$ cat config.mk
export PLATFORM = sky130hd
export DESIGN_NAME = fieldmem_init_seq
export DESIGN_NICKNAME = d
export VERILOG_FILES = /design/src/rtl/fmi_pkg.sv /design/src/rtl/fmi_settle_timer.sv /design/src/rtl/fmi_port_seq.sv /design/src/rtl/fieldmem_init_seq.sv
export SDC_FILE = /design/constraint.sdc
export NUM_CORES = 1
export LEC_CHECK = 0
export BUFFER_PORTS_ARGS = -buffer_cell sky130_fd_sc_hd__buf_2
export CAP_MARGIN = 30
export CORE_AREA = 2 2 78 73
export DETAILED_ROUTE_END_ITERATION = 6
export DIE_AREA = 0 0 80 75
export PLACE_DENSITY = 0.59
export SYNTH_ARGS = -nofsm -noshare
export SYNTH_HDL_FRONTEND = slang
export SYNTH_SLANG_ARGS = --single-unit
$ cat constraint.sdc
create_clock -name clk -period 1.6 [get_ports clk]
set_input_delay 0.32 -clock clk [delete_from_list [all_inputs] [get_ports clk]]
set_output_delay 0.32 -clock clk [all_outputs]
set_load 0.03 [all_outputs]
$ cat src/rtl/fmi_pkg.sv
// Package: shared types, port indices and the settle-length helper for
// the field memory start-up sequencer.
package fmi_pkg;

    localparam int PORT_WR   = 0;
    localparam int PORT_RD   = 1;
    localparam int NUM_PORTS = 2;

    typedef enum logic [1:0] {
        TOP_IDLE,
        TOP_SETTLE,
        TOP_RUN,
        TOP_DONE
    } top_state_t;

    typedef enum logic [2:0] {
        PS_IDLE,
        PS_LEAD_RST,
        PS_DUMMY,
        PS_TAIL_RST,
        PS_DONE
    } port_state_t;

    // Cycles needed to cover settle_us microseconds at hz, rounded up, min 1.
    function automatic int unsigned settle_cycles(longint unsigned hz,
                                                  longint unsigned settle_us);
        longint unsigned prod;
        longint unsigned cyc;
        prod = hz * settle_us;
        cyc  = (prod + 64'd999_999) / 64'd1_000_000;
        if (cyc == 64'd0) begin
            cyc = 64'd1;
        end
        return 32'(cyc);
    endfunction

endpackage

$ cat src/rtl/fmi_settle_timer.sv
// Module: settle interval timer.
// Counts CYCLES enabled edges and flags the last one. A clear input holds
// the count at zero, so any interruption restarts the full interval.
// Assumes CYCLES >= 1.
module fmi_settle_timer #(
    parameter int unsigned CYCLES = 1000
) (
    input  logic clk,
    input  logic rst_n,
    input  logic clr,
    input  logic en,
    output logic expire
);

    localparam int unsigned CW = (CYCLES > 1) ? $clog2(CYCLES) : 1;
    localparam logic [CW-1:0] LAST = CW'(CYCLES - 1);

    logic [CW-1:0] cnt;

    // Last counted edge of the interval.
    assign expire = en && !clr && (cnt == LAST);

    // Interval counter: cleared on clr, wraps to zero on expiry.
    always_ff @(posedge clk) begin
        if (!rst_n) begin
            cnt <= '0;
        end else if (clr) begin
            cnt <= '0;
        end else if (en) begin
            cnt <= expire ? '0 : cnt + CW'(1);
        end
    end

endmodule

$ cat src/rtl/fmi_port_seq.sv
// Module: per-port start-up sequencer.
// On go it runs either the plain pattern (DUMMY_CYC enable cycles, then
// one strobe) or the bracketed pattern (strobe, DUMMY_CYC enable cycles,
// strobe), then holds done. Assumes DUMMY_CYC >= 1; go is a one-cycle
// pulse and is acted on only while idle.
module fmi_port_seq #(
    parameter int unsigned DUMMY_CYC = 130
) (
    input  logic clk,
    input  logic rst_n,
    input  logic go,
    input  logic recover,
    output logic clk_en,
    output logic rst_strobe,
    output logic done
);

    import fmi_pkg::*;

    localparam int unsigned CW = $clog2(DUMMY_CYC + 1);
    localparam logic [CW-1:0] LAST = CW'(DUMMY_CYC - 1);

    port_state_t state, state_nx;
    logic [CW-1:0] cnt;
    logic          burst_last;

    // Final enable cycle of the dummy burst.
    assign burst_last = (state == PS_DUMMY) && (cnt == LAST);

    // Next-state selection for the port pattern.
    always_comb begin
        state_nx = state;
        case (state)
            PS_IDLE:     if (go) state_nx = recover ? PS_LEAD_RST : PS_DUMMY;
            PS_LEAD_RST: state_nx = PS_DUMMY;
            PS_DUMMY:    if (burst_last) state_nx = PS_TAIL_RST;
            PS_TAIL_RST: state_nx = PS_DONE;
            PS_DONE:     state_nx = PS_DONE;
            default:     state_nx = PS_IDLE;
        endcase
    end

    // State register.
    always_ff @(posedge clk) begin
        if (!rst_n) begin
            state <= PS_IDLE;
        end else begin
            state <= state_nx;
        end
    end

    // Burst counter: counts enable cycles, idle at zero elsewhere.
    always_ff @(posedge clk) begin
        if (!rst_n) begin
            cnt <= '0;
        end else if (state == PS_DUMMY && !burst_last) begin
            cnt <= cnt + CW'(1);
        end else begin
            cnt <= '0;
        end
    end

    // Outputs decode directly from the registered state.
    assign clk_en     = (state == PS_DUMMY);
    assign rst_strobe = (state == PS_LEAD_RST) || (state == PS_TAIL_RST);
    assign done       = (state == PS_DONE);

endmodule

$ cat src/rtl/fieldmem_init_seq.sv
// Module: field memory start-up sequencer (top).
// Accepts a start request while pwr_ok is high, waits the settle interval
// derived from CLK_HZ and SETTLE_US (restarting if pwr_ok drops), then
// launches the write and read port sequencers together in the latched
// mode and raises a sticky init_done once both have finished. Assumes one
// enable cycle equals one port clock at the memory.
module fieldmem_init_seq #(
    parameter int unsigned CLK_HZ    = 100_000_000,
    parameter int unsigned SETTLE_US = 100,
    parameter int unsigned WR_DUMMY  = 130,
    parameter int unsigned RD_DUMMY  = 130
) (
    input  logic clk,
    input  logic rst_n,
    input  logic pwr_ok,
    input  logic start,
    input  logic recover,
    output logic mem_wclk_en,
    output logic mem_rclk_en,
    output logic wr_ptr_rst,
    output logic rd_ptr_rst,
    output logic init_done
);

    import fmi_pkg::*;

    localparam int unsigned SETTLE_CYC = settle_cycles(CLK_HZ, SETTLE_US);

    top_state_t state;
    logic       mode_q;
    logic       accept;
    logic       settle_clr;
    logic       settle_en;
    logic       settle_expire;
    logic [NUM_PORTS-1:0] port_en;
    logic [NUM_PORTS-1:0] port_rst;
    logic [NUM_PORTS-1:0] port_done;

    // Start is taken only from idle with the supply good.
    assign accept = (state == TOP_IDLE) && start && pwr_ok;

    // Settle timer runs in SETTLE and restarts whenever pwr_ok is low.
    assign settle_en  = (state == TOP_SETTLE);
    assign settle_clr = (state != TOP_SETTLE) || !pwr_ok;

    fmi_settle_timer #(
        .CYCLES (SETTLE_CYC)
    ) u_settle (
        .clk    (clk),
        .rst_n  (rst_n),
        .clr    (settle_clr),
        .en     (settle_en),
        .expire (settle_expire)
    );

    // Top-level phase register.
    always_ff @(posedge clk) begin
        if (!rst_n) begin
            state <= TOP_IDLE;
        end else begin
            case (state)
                TOP_IDLE:   if (accept) state <= TOP_SETTLE;
                TOP_SETTLE: if (settle_expire) state <= TOP_RUN;
                TOP_RUN:    if (&port_done) state <= TOP_DONE;
                TOP_DONE:   state <= TOP_DONE;
                default:    state <= TOP_IDLE;
            endcase
        end
    end

    // Mode latch: recover is captured only when a start is accepted.
    always_ff @(posedge clk) begin
        if (!rst_n) begin
            mode_q <= 1'b0;
        end else if (accept) begin
            mode_q <= recover;
        end
    end

    // One sequencer per port, both launched by the settle expiry.
    for (genvar gp = 0; gp < NUM_PORTS; gp++) begin : g_port
        localparam int unsigned N = (gp == PORT_WR) ? WR_DUMMY : RD_DUMMY;
        fmi_port_seq #(
            .DUMMY_CYC (N)
        ) u_seq (
            .clk        (clk),
            .rst_n      (rst_n),
            .go         (settle_expire),
            .recover    (mode_q),
            .clk_en     (port_en[gp]),
            .rst_strobe (port_rst[gp]),
            .done       (port_done[gp])
        );
    end

    assign mem_wclk_en = port_en[PORT_WR];
    assign mem_rclk_en = port_en[PORT_RD];
    assign wr_ptr_rst  = port_rst[PORT_WR];
    assign rd_ptr_rst  = port_rst[PORT_RD];
    assign init_done   = (state == TOP_DONE);

endmodule


# Yosys cells after proc, flatten, opt, wreduce, memory -nomap -nowiden
# Index checks and enable logic that the tools add are counted.
[word_totals]
regBits = 39
inputBits = 5
output_inout_bits = 5
elab_cells = 71
[classes]
addsub = 3
eq_ne = 22
mux = 11
n_bitwise = 1
reduce_logical = 27
[op_table]
columns = ["cell", "count"]
rows = [
  ["$pmux W3 S4", 2],
  ["$add A8 B1 Y8 const B", 2],
  ["$eq A8 B8 Y1 const B", 2],
  ["$add A14 B1 Y14 const B", 1],
  ["$eq A14 B14 Y1 const B", 1],
  ["$mux W14", 1],
  ["$eq A3 B2 Y1 const B", 4],
  ["$ne A2 B2 Y1 const B", 5],
  ["$reduce_and A2 Y1", 5],
  ["$mux W3", 3],
  ["$logic_and A1 B1 Y1", 8],
  ["$mux W2", 4],
  ["$pmux W2 S4", 1],
  ["$eq A3 B1 Y1 const B", 2],
  ["$eq A3 B3 Y1 const B", 2],
  ["$logic_not A3 Y1", 2],
  ["$ne A2 B1 Y1 const B", 3],
  ["$reduce_or A2 Y1", 3],
  ["$eq A2 B2 Y1 const B", 2],
  ["$logic_not A1 Y1", 4],
  ["$logic_or A1 B1 Y1", 3],
  ["$reduce_and A3 Y1", 1],
  ["$eq A2 B1 Y1 const B", 1],
  ["$logic_not A2 Y1", 1],
  ["$not A1 Y1", 1],
]

# Depth between registers and ports, before layout
# Gate-level depths: netlist of the first run.
[depth]
depth_word = 7
ltp_mapped = 7
mapped_depth_nobuf = 6

# Hierarchy
# From an unflattened synthesis of the first run, not the netlist that was laid out.
[unflattened]
hier_cells = 204
hier_area_um2 = 1874.3
[modules_own_cells]
columns = ["module", "instances", "cells_per_inst", "area_per_inst_um2", "seq_area_each_um2"]
rows = [
  ["fmi_port_seq", 2, 55, 511.7, 220.2],
  ["fmi_settle_timer", 1, 78, 695.7, 280.3],
  ["fieldmem_init_seq", 1, 16, 155.1, 60.1],
]

# Worst setup path before layout of the first run
# Ideal clock, no wire load.
[synth_timing]
path_kind = "flip-flop to flip-flop"
start = "reg g_port[0].u_seq.state[1]"
end = "reg g_port[0].u_seq.cnt[2]"
setup_time_ps = 65
arrival_ps = 1741
t_required_ps = 1535
setup_slack_ps = -206
stages_incl_launch_ff = 5
n_path_buf = 0
synth_period_minus_slack_ps = 1806
cell_sequence = "dfxtp_1 -> nor3b_1 -> o41a_1 -> nand2_1 -> nor2_1"
[synth_between]
elab_chain_cells = 5
[synth_lines]
columns = ["element", "line", "rtl"]
rows = [
  ["from (decl)", "fmi_port_seq.sv:23", "port_state_t state, state_nx;"],
  ["from (signal assigned)", "fmi_port_seq.sv:48", "state <= state_nx;"],
  ["$eq A3 B2 Y1 *", "--", ""],
  ["via mem_wclk_en", "fieldmem_init_seq.sv:18", "output logic mem_wclk_en,"],
  ["$logic_and A1 B1 Y1", "fmi_port_seq.sv:28", "assign burst_last = (state == PS_DUMMY) && (cnt == LAST);"],
  ["$logic_not A1 Y1", "fmi_port_seq.sv:56", "end else if (state == PS_DUMMY && !burst_last) begin"],
  ["$logic_and A1 B1 Y1 *", "fmi_port_seq.sv:56", ""],
  ["$reduce_and A2 Y1 (no source line) *", "--", ""],
  ["to (signal assigned)", "fmi_port_seq.sv:57", "cnt <= cnt + CW'(1);"],
  ["to (decl)", "fmi_port_seq.sv:24", "logic [CW-1:0] cnt;"],
]
# Mark *: on every way through the listed nets, which the timed path passes. The rest lies on a longest branch.
# A chain may end at the register's enable or synchronous reset.

# Final worst setup path of the first run
[layout_timing]
start = "reg u_settle.cnt[0]"
end = "reg g_port[1].u_seq.state[0]"
[layout_between]
elab_chain_cells = 4
[layout_lines]
columns = ["element", "line", "rtl"]
rows = [
  ["from (decl)", "fmi_settle_timer.sv:18", "logic [CW-1:0] cnt;"],
  ["from (signal assigned)", "fmi_settle_timer.sv:30", "cnt <= expire ? '0 : cnt + CW'(1);"],
  ["$eq A14 B14 Y1", "fmi_settle_timer.sv:21", "assign expire = en && !clr && (cnt == LAST);"],
  ["$logic_and A1 B1 Y1", "fmi_settle_timer.sv:21", ""],
  ["$ne A2 B2 Y1 (no source line)", "--", ""],
  ["$reduce_and A2 Y1 (no source line)", "--", ""],
  ["to (signal assigned)", "fmi_port_seq.sv:48", ""],
  ["to (decl)", "fmi_port_seq.sv:23", ""],
]
# No other way between the ends.

==> flow_metrics.py, run 1 <==
metrics = {
    "status": {
        "status": "finished with violations",
        "violations": "setup timing",
    },
    "pwr": {
        "p_clk_share_pct": 45.8,
        "peakVddDrop_v": 0.000519,
        "power.total_mw": 1.87,
        "netSwitchingFraction_pct": 20.1,
        "pwr-share-comb_pct": 1.8,
        "p_int_mw": 1.49,
        "p_sw_mw": 0.375,
        "seq_power_share_pct": 52.4,
        "p_leak_nw": 0.727,
        "power_density_mw_per_mm2": 882,
    },
    "synth": {
        "synth_fp_nets": 205,
        "ys_warn_count": 0,
        "synth_cell_types": 37,
        "ys_ff_latch": 39,
        "synth_edf_count": 0,
        "ys_seq_area_share_pct": 44.5,
        "yosys-mux-area-fraction_pct": 0.570,
        "synth_compound_area_share_pct": 5.27,
        "yosys.area.top_type": "dfxtp_1",
        "syn_inst": 195,
        "synth_simple_gate_area_share_pct": 31.4,
        "synth_area_mm2": 0.00176,
        "synth_fa_ha_area_share_pct": 3.56,
        "syn_area_per_cell_um2": 9.00,
        "yosys.area.top_type_share_pct": 44.5,
        "yosys-top-cells-area": "dfxtp_1, nor2_1, xnor2_1",
        "synth-main-ff-cell": "dfxtp_1",
        "ys_top_cells_by_count": "dfxtp_1, nor2_1, nand3_1, xnor2_1, xor2_1",
        "synthXorXnorAreaFrac_pct": 12.0,
        "synth_top_family_by_area": "simple AND/OR/NAND/NOR gates",
        "async_flop_share_pct": 0,
    },
    "clock_network": {
        "clkLatencyLatePin_ns": 0.29,
        "post_cts_buffers": 0,
        "holdBufCountCts": 0,
        "clkTransAtPathRegs_ns": 0.08,
        "cts_sinks": 39,
        "numCtsBuffers": 5,
        "cts_root_buffer": "clkbuf_8",
        "cts_buffer_depth": 2,
        "tritoncts": "done",
        "htree_levels": 2,
    },
    "setup_path": {
        "path_delay_family": "simple AND/OR/NAND/NOR gates",
        "max_stage_delay_ns": 0.61,
        "cp-end-kind": "register",
        "required_ns": 1.83,
        "start_kind": "register",
        "path_max_fanout": 6,
        "worstSetupPathType": "register to register",
        "arrival_ns": 1.85,
        "path_buf_inv": 0,
        "slowest_stage": "or4_4",
        "worstPathCellList": "ha_4 > nand4bb_1 > or4_4 > nand4b_1 > a21boi_1",
    },
    "hold_path": {
        "hold_class": "input port to register",
    },
    "detailed_routing": {
        "drc": 0,
        "ant_nets": 0,
        "wl_per_cell_um": 11.0,
        "routed_wl_mm": 3.19,
        "drtPass1Iterations": 5,
        "drtIter0Drc": 41,
        "viasPerCell": 4.60,
        "vias": 1328,
    },
    "die": {
        "die_y_um": 75,
        "io_pins": 10,
        "dieArea_mm2": 0.00600,
        "rows": 25,
        "coreArea_mm2": 0.00513,
        "die_w_um": 80,
        "start_util_pct": 34.2,
    },
    "sta": {
        "hold_slack_ns": 0.288,
        "rsz0062_at_grt": "yes",
        "min_period_ns": 1.62,
        "slew_headroom_pct": 68.8,
        "finalHoldViolations": 0,
        "max_freq_mhz": 616,
        "slew_violations": 0,
        "skew_ns": 0.00952,
        "fin_crit_sh_pct": 101,
        "worst_pin_slew_ns": 0.467,
        "fin_ws_ns": -0.0227,
        "final-setup-viol-count": 1,
    },
    "final_layout": {
        "layout.nets": 231,
        "antenna_cells": 0,
        "fin_util_pct": 41.3,
        "area.growth.synth_to_final_pct": 20.6,
        "layout-drive-gt1-share_pct": 18.5,
        "stdcell_count": 289,
        "fillCellCount": 538,
    },
    "placed_design": {
        "placedCellCount": 281,
        "place_congestion": 0.793,
        "portBuffers": 9,
        "dp_hpwl_mm": 2.21,
        "post-place-ws_ns": 0.00492,
    },
    "global_routing": {
        "grt_max_degree": 15,
        "grt_pass1_wl_mm": 5.51,
        "grt_overflow": 0,
        "track_usage_pct": 12.1,
        "grt_pass1_vias": 1249,
        "antenna_found_initial": 0,
    },
    "job": {
        "maxCapViolations": 0,
    },
}
state kept, by name (all words and copies together) (netlist names):
register            flops
g_port.u_seq.cnt       16
g_port.u_seq.state      6
mode_q                  1
state                   2
u_settle.cnt           14
worst min-delay path, delay by kind of cell:
family	cells	cell delay, ns
and+or+nand+nor	1	0.09
buffers and inverters	1	0.07
muxes	1	0.06
layer usage:
metal	track usage (%)	vias up	wire, µm
met4	5.08	0	61
li1	-	715	-
met5	0	-	0
met2	17.2	19	1320
met1	16.2	587	1670
met3	5.04	7	134
logic make-up after synthesis:
kind of cell,after synthesis
compound gates,13
xor+xnor,24
fa+ha+maj,5
buf+inv,9
flops,39
mux,1
simple gates,104
cells in the final DEF, fill, tap and decap left out, drive strengths merged, types with 2 or more instances in the layout:
cell and instances:
dfxtp 39, xor2 10, nor2b 4, o31a 2, nand3b 3, nand2 7
nor2 39, inv 7, nand4 3, nand3 15, xnor2 14, nor4 3
o21a 2, buf 21, nand4b 3, or3 2, and3 4, nand2b 3
clkbuf 6, nor3b 3, ha 5, nor3 8, a21oi 3, a21boi 3
layout make-up:
type	instances	area (µm²)	share of cell area, %
timing repair buffer	21	135	6.38
multi-input combinational	147	970	45.8
clock buffer	6	82.6	3.90
clock inverter	2	35.0	1.65
inverter	7	26.3	1.24
tap	67	83.8	3.96
sequential	39	785	37.1
power by group through the flow:
stage / combinational [mW] / sequential (mW) / clock (mW)
after floorplan: 0.0202 / 1.00 / 0
after global placement: 0.0330 / 1.00 / 0
after detailed placement: 0.0330 / 1.00 / 0
after CTS: 0.0337 / 0.979 / 0.883
after global routing: 0.0372 / 0.980 / 0.936
final: 0.0332 / 0.979 / 0.855
per-stage QoR:
| step | setup TNS, ns | instance area, µm² |
|---|---|---|
| finish | -0.0227 | 2120 |
| global route | -0.438 | 2120 |
| CTS | -0.0209 | 2100 |
| detailed placement | 0 | 1970 |
| global placement | 0 | 1970 |
| floorplan | 0 | 1770 |
repair_timing:
item | CTS | global route
resized for setup | 2 | 2
pin swaps | 1 | 7
endpoints found under the hold margin | 0 | 0
setup endpoints to repair | 3 | 18
worst paths after layout:
path	end	slack (ns)	cells past startpoint	start
setup / recovery	g_port[1].u_seq.state[0]$_SDFFE_PN0P_	-0.02	5	u_settle.cnt[0]$_SDFFE_PP0N_
hold reg to reg	g_port[1].u_seq.cnt[0]$_SDFF_PN0_	0.51	1	g_port[1].u_seq.cnt[0]$_SDFF_PN0_
hold / removal	mode_q$_SDFFE_PN0P_	0.29	3	recover
setup reg to reg	g_port[1].u_seq.state[0]$_SDFFE_PN0P_	-0.02	5	u_settle.cnt[0]$_SDFFE_PP0N_
Power figures use the tool's default switching activity.
==> inputs of run 2 (changes only) <==
- SETUP_SLACK_MARGIN: default -> 0.4
==> run 2 against run 1 <==
Against the previous run: the run now ends clean; utilization increased by 2.3 points; fmax increased by 1.6%; global-route usage increased by 0.54 points; critical path depth increased by 1; first-iteration DRC count increased by 15%; via count increased by 0.23%; worst setup slack improved by 0.026 ns; clock power decreased by 2%; clock skew decreased by 0.0046 ns; total power decreased by 0.57%; sequential share of layout area decreased by 1.1 points; non-clock buffer count decreased by 1; critical path type unchanged; highest routed layer unchanged.
==> flow_metrics.py, run 2 (synthesized netlist as in run 1, its figures left out) <==
metrics = {
    "detailed_routing": {
        "wl_per_cell_um": 11.4,
        "drtIter0Drc": 47,
        "vias": 1331,
        "viasPerCell": 4.62,
        "routed_wl_mm": 3.29,
        "drtPass1Iterations": 4,
        "drc": 0,
        "ant_nets": 0,
    },
    "final_layout": {
        "fin_util_pct": 43.6,
        "top_register": "g_port.u_seq.cnt",
        "largest_register_ffs": 16,
        "layout-drive-gt1-share_pct": 30.3,
        "most-common-layout-cells": "nor2_1, dfxtp_1, xnor2_1",
        "area.growth.synth_to_final_pct": 27.4,
        "antenna_cells": 0,
        "largest_registers": "g_port.u_seq.cnt (16), u_settle.cnt (14), g_port.u_seq.state (6)",
        "final_common_cell": "nor2_1",
        "stdcell_count": 288,
        "layout.nets": 230,
    },
    "setup_path": {
        "cp-end-kind": "register",
        "r2r_cells": 6,
        "reg2reg_from": "u_settle.cnt[1]$_SDFFE_PP0N_",
        "start_kind": "register",
        "arrival_ns": 1.83,
        "worstSetupPathType": "register to register",
        "worstPathCellList": "ha_4 > nand4bb_1 > or4_4 > buf_4 > nor2_4 > o21a_1",
        "max_stage_delay_ns": 0.61,
        "reg2reg_to": "g_port[0].u_seq.state[0]$_SDFFE_PN0P_",
        "reg2reg_slack_ns": 0.003,
        "required_ns": 1.83,
        "startpoint": "u_settle.cnt[1]$_SDFFE_PP0N_",
        "path_max_fanout": 6,
        "slowest_stage": "or4_4",
    },
    "clock_network": {
        "cts_root_buffer": "clkbuf_8",
        "cts_sinks": 39,
        "clkLatencyLatePin_ns": 0.29,
        "htree_levels": 2,
        "cts_buffer_depth": 2,
        "clkTransAtPathRegs_ns": 0.08,
        "tritoncts": "done",
        "holdBufCountCts": 0,
        "numCtsBuffers": 5,
    },
    "pwr": {
        "peakVddDrop_v": 0.000514,
        "power_density_mw_per_mm2": 830,
        "p_leak_nw": 0.738,
    },
    "placed_design": {
        "dp_hpwl_mm": 2.27,
        "place_congestion": 0.777,
        "placedCellCount": 277,
        "portBuffers": 9,
    },
    "global_routing": {
        "grt_overflow": 0,
        "grt_pass1_vias": 1306,
        "antenna_found_initial": 0,
        "track_usage_pct": 12.6,
        "grt_max_degree": 15,
        "grt_pass1_wl_mm": 5.73,
    },
    "die": {
        "start_util_pct": 34.2,
        "rows": 25,
        "coreArea_mm2": 0.00513,
        "dieArea_mm2": 0.00600,
        "io_pins": 10,
        "die_w_um": 80,
        "die_y_um": 75,
    },
    "hold_path": {
        "holdPathEnd": "mode_q$_SDFFE_PN0P_",
        "hold_class": "input port to register",
        "min-delay-start": "recover",
        "whs_path_depth": 3,
    },
    "status": {
        "status": "finished, final reports clean",
    },
    "sta": {
        "skew_ns": 0.00487,
        "rsz0062_at_grt": "yes",
        "max_freq_mhz": 626,
        "fin_crit_sh_pct": 99.8,
        "worst_pin_slew_ns": 0.309,
        "min_period_ns": 1.60,
        "slew_violations": 0,
        "final-setup-viol-count": 0,
        "slew_headroom_pct": 79.1,
        "finalHoldViolations": 0,
    },
    "job": {
        "maxCapViolations": 0,
    },
}
run 2: area by class of cell:
| class | instances | area, µm² |
|---|---|---|
| inverter | 7 | 26.3 |
| timing repair buffer | 20 | 145 |
| clock inverter | 2 | 35.0 |
| sequential | 39 | 805 |
| clock buffer | 6 | 82.6 |
| tap | 67 | 83.8 |
| fill | 524 | 2890 |
| multi-input combinational | 147 | 1060 |
run 2: what timing repair did:
item	CTS	global route
endpoints found under the setup margin	42	43
setup buffers	2	1
resized for setup	12	29
pin swaps	3	4
run 2: worst max-delay path: cells and delay by family, from the launching register on:
family          cells  cell delay, ns
simple gates        3            0.78
flops               1            0.36
buf+inv             1            0.17
fa+ha+maj           1            0.13
compound gates      1            0.10
run 2: through the flow:
step / cell area [µm²] / setup TNS [ns] / setup slack [ns] / hold slack [ns] / total power, mW
6_report: 2240 / 0 / 0.00308 / 0.301 / 1.86
5_1_grt: 2240 / -0.335 / -0.0625 / 0.344 / 1.94
4_1_cts: 2150 / 0 / 0.0159 / 0.297 / 1.88
3_5_place_dp: 1980 / 0 / 0.0129 / 0.482 / 1.04
3_3_place_gp: 1980 / 0 / 0.0481 / 0.475 / 1.04
2_1_floorplan: 1810 / 0 / 0.0328 / 0.429 / 1.02
run 2: routing by layer:
layer / vias up / GRT usage, % / part of all wire [%]
met1: 598 / 14.9 / 49
li1: 717 / - / -
met4: 0 / 6.78 / 2.1
met5: - / 0 / 0
met2: 9 / 21.0 / 46
met3: 7 / 3.60 / 2.3
run 2: how the worst max path moves through the flow:
stage / to / slack, ns / cells after the start
3_5_place_dp: g_port[0].u_seq.state[1]$_SDFFE_PN0P_ / 0.01 / 5
5_1_grt: g_port[1].u_seq.state[0]$_SDFFE_PN0P_ / -0.06 / 5
2_1_floorplan: u_settle.cnt[4]$_SDFFE_PP0N_ / 0.03 / 7
6_report: g_port[0].u_seq.state[0]$_SDFFE_PN0P_ / 0.003 / 6
3_3_place_gp: g_port[0].u_seq.state[1]$_SDFFE_PN0P_ / 0.05 / 4
4_1_cts: state[0]$_SDFFE_PN0P_ / 0.02 / 5
run 2: where the power goes:
| part | internal, mW | switching (mW) |
|---|---|---|
| Clock | 0.504 | 0.334 |
| Sequential | 0.970 | 0.00422 |
| Combinational | 0.0194 | 0.0250 |
| Total | 1.49 | 0.363 |
==> inputs of run 3 (changes only) <==
- MAX_ROUTING_LAYER: default -> met4
- PLACE_DENSITY: 0.59 -> 0.58
- clock period: 1.6 -> 2 ns (I/O delays scaled with it)
==> run 3 against run 2 <==
Against the previous run: total power down 22%; global-route usage rose by 0.25 points; worst hold slack better by 0.066 ns; sequential cell count stayed put; final cell count shrank 2.8%; utilization decreased by 3.8 points; count of clock-buffer cells in the layout is 1 lower; cell area decreased by 8.6%; die area stayed put; critical path depth is 1 lower; routed wire length fell by 3.7%; register-to-register slack improved by 0.40 ns; critical path type unchanged; critical endpoint is now g_port[1].u_seq.state[0]$_SDFFE_PN0P_.
==> flow_metrics.py, run 3 (synthesized netlist as in run 1, its figures left out) <==
metrics = {
    "status": {
        "status": "finished, final reports clean",
    },
    "sta": {
        "max_freq_mhz": 627,
        "final-setup-viol-count": 0,
        "slew_violations": 0,
        "rsz0062_at_grt": "yes",
        "worst_pin_slew_ns": 0.459,
        "slew_headroom_pct": 69.3,
        "timing.setup.tns_ns": 0,
        "skew_ns": 0.00830,
        "hold_slack_ns": 0.367,
        "min_period_ns": 1.60,
        "fin_crit_sh_pct": 79.8,
        "finalHoldViolations": 0,
    },
    "setup_path": {
        "path_max_fanout": 6,
        "crit_end": "g_port[1].u_seq.state[0]$_SDFFE_PN0P_",
        "worstSetupPathType": "register to register",
        "required_ns": 2.23,
        "r2r_cells": 5,
        "slowest_stage": "or4_4",
        "max_stage_delay_ns": 0.61,
        "path_buf_inv": 0,
        "path_delay_family": "simple AND/OR/NAND/NOR gates",
        "worstPathCellList": "ha_4 > nand4bb_1 > or4_4 > nand4b_1 > a21boi_1",
        "start_kind": "register",
        "cp-end-kind": "register",
        "reg2reg_slack_ns": 0.40,
        "reg2reg_to": "g_port[1].u_seq.state[0]$_SDFFE_PN0P_",
        "arrival_ns": 1.82,
        "cp_num_cells": 5,
        "reg2reg_from": "u_settle.cnt[0]$_SDFFE_PP0N_",
        "startpoint": "u_settle.cnt[0]$_SDFFE_PP0N_",
    },
    "global_routing": {
        "grt_overflow": 0,
        "grt_busiest_layer": "met2",
        "grt_util_met3_pct": 3.48,
        "grt_pass1_vias": 1305,
        "antenna_found_initial": 0,
        "grt_pass1_wl_mm": 5.63,
        "grt_max_degree": 15,
        "gr-usage-met2_pct": 18.6,
        "track_usage_pct": 12.9,
        "met1_usage_pct": 15.9,
    },
    "pwr": {
        "peakVddDrop_v": 0.000404,
        "power_density_mw_per_mm2": 707,
        "p_leak_nw": 0.676,
    },
    "clock_network": {
        "clkLatencyLatePin_ns": 0.29,
        "cts_root_buffer": "clkbuf_8",
        "cts_sinks": 39,
        "clkTransAtPathRegs_ns": 0.08,
        "htree_levels": 2,
        "tritoncts": "done",
        "numCtsBuffers": 5,
        "cts_buffer_depth": 2,
    },
    "detailed_routing": {
        "drtPass1Iterations": 4,
        "vias": 1322,
        "viasPerCell": 4.72,
        "drtIter0Drc": 32,
        "routed_wl_mm": 3.16,
        "ant_nets": 0,
        "wl_per_cell_um": 11.3,
        "drc": 0,
    },
    "die": {
        "coreArea_mm2": 0.00513,
        "rows": 25,
        "dieArea_mm2": 0.00600,
        "die_w_um": 80,
        "io_pins": 10,
        "start_util_pct": 34.2,
        "die_y_um": 75,
    },
    "final_layout": {
        "layout-drive-gt1-share_pct": 16.0,
        "largest_register_ffs": 16,
        "most-common-layout-cells": "nor2_1, dfxtp_1, xnor2_1, nand3_1, xor2_1",
        "antenna_cells": 0,
        "largest_registers": "g_port.u_seq.cnt (16), u_settle.cnt (14), g_port.u_seq.state (6)",
        "layout.nets": 223,
        "area.growth.synth_to_final_pct": 16.4,
        "final_common_cell": "nor2_1",
        "top_register": "g_port.u_seq.cnt",
    },
    "placed_design": {
        "place_congestion": 0.820,
        "dp_hpwl_mm": 2.18,
        "portBuffers": 9,
    },
    "hold_path": {
        "hold_class": "input port to register",
    },
    "job": {
        "maxCapViolations": 0,
    },
}
==> run 3: repair_timing <==
item | in CTS | in global routing
hold buffers | 0 | 0
buffers inserted | 4 | 0
gates resized for setup | 5 | 3
cloned | 0 | 0
setup endpoints to repair | 5 | 22
pin swaps | 2 | 1
==> run 3: how the worst min path moves through the flow <==
stage	startpoint	slack [ns]	end	cells past startpoint
6_report	recover	0.37	mode_q$_SDFFE_PN0P_	3
5_1_grt	recover	0.40	mode_q$_SDFFE_PN0P_	3
4_1_cts	recover	0.35	mode_q$_SDFFE_PN0P_	3
3_5_place_dp	u_settle.cnt[0]$_SDFFE_PP0N_	0.42	u_settle.cnt[0]$_SDFFE_PP0N_	1
3_3_place_gp	u_settle.cnt[0]$_SDFFE_PP0N_	0.42	u_settle.cnt[0]$_SDFFE_PP0N_	1
2_1_floorplan	u_settle.cnt[0]$_SDFFE_PP0N_	0.41	u_settle.cnt[0]$_SDFFE_PP0N_	1
==> run 3: report_power, final <==
part / internal [mW] / switching [mW]
logic: 0.0115 / 0.0152
registers: 0.779 / 0.00449
clock network: 0.364 / 0.271
==> run 3: cell type report <==
type                       count  area (µm²)
fill                         541        3090
clock inverter                 2        37.5
clock buffer                   5        68.8
multi-input combinational    147         957
timing repair buffer          13        80.1
tap                           67        83.8
sequential                    39         790
inverter                       7        26.3
==> run 3: routing by layer <==
metal	wire (µm)	up-vias	part of all wire (%)
met5	0	-	0
met4	83	0	2.6
met3	77	7	2.4
met2	1380	14	43
met1	1630	599	51
li1	-	702	-
==> run 3: worst min-delay path: stages <==
cell,delay (ns)
buf_2,0.08
mux2i_1,0.06
nor2b_1,0.09
==> run 3: stage by stage <==
stage	cells	worst slack (ns)	total power [mW]	utilization (%)	cell area, µm²
5_1_grt	280	0.310	1.51	39.8	2040
2_1_floorplan	195	0.403	0.816	-	1770
3_5_place_dp	269	0.386	0.827	36.7	1880
4_1_cts	280	0.401	1.47	39.7	2040
6_report	280	0.404	1.45	39.8	2040
3_3_place_gp	269	0.411	0.827	36.7	1880
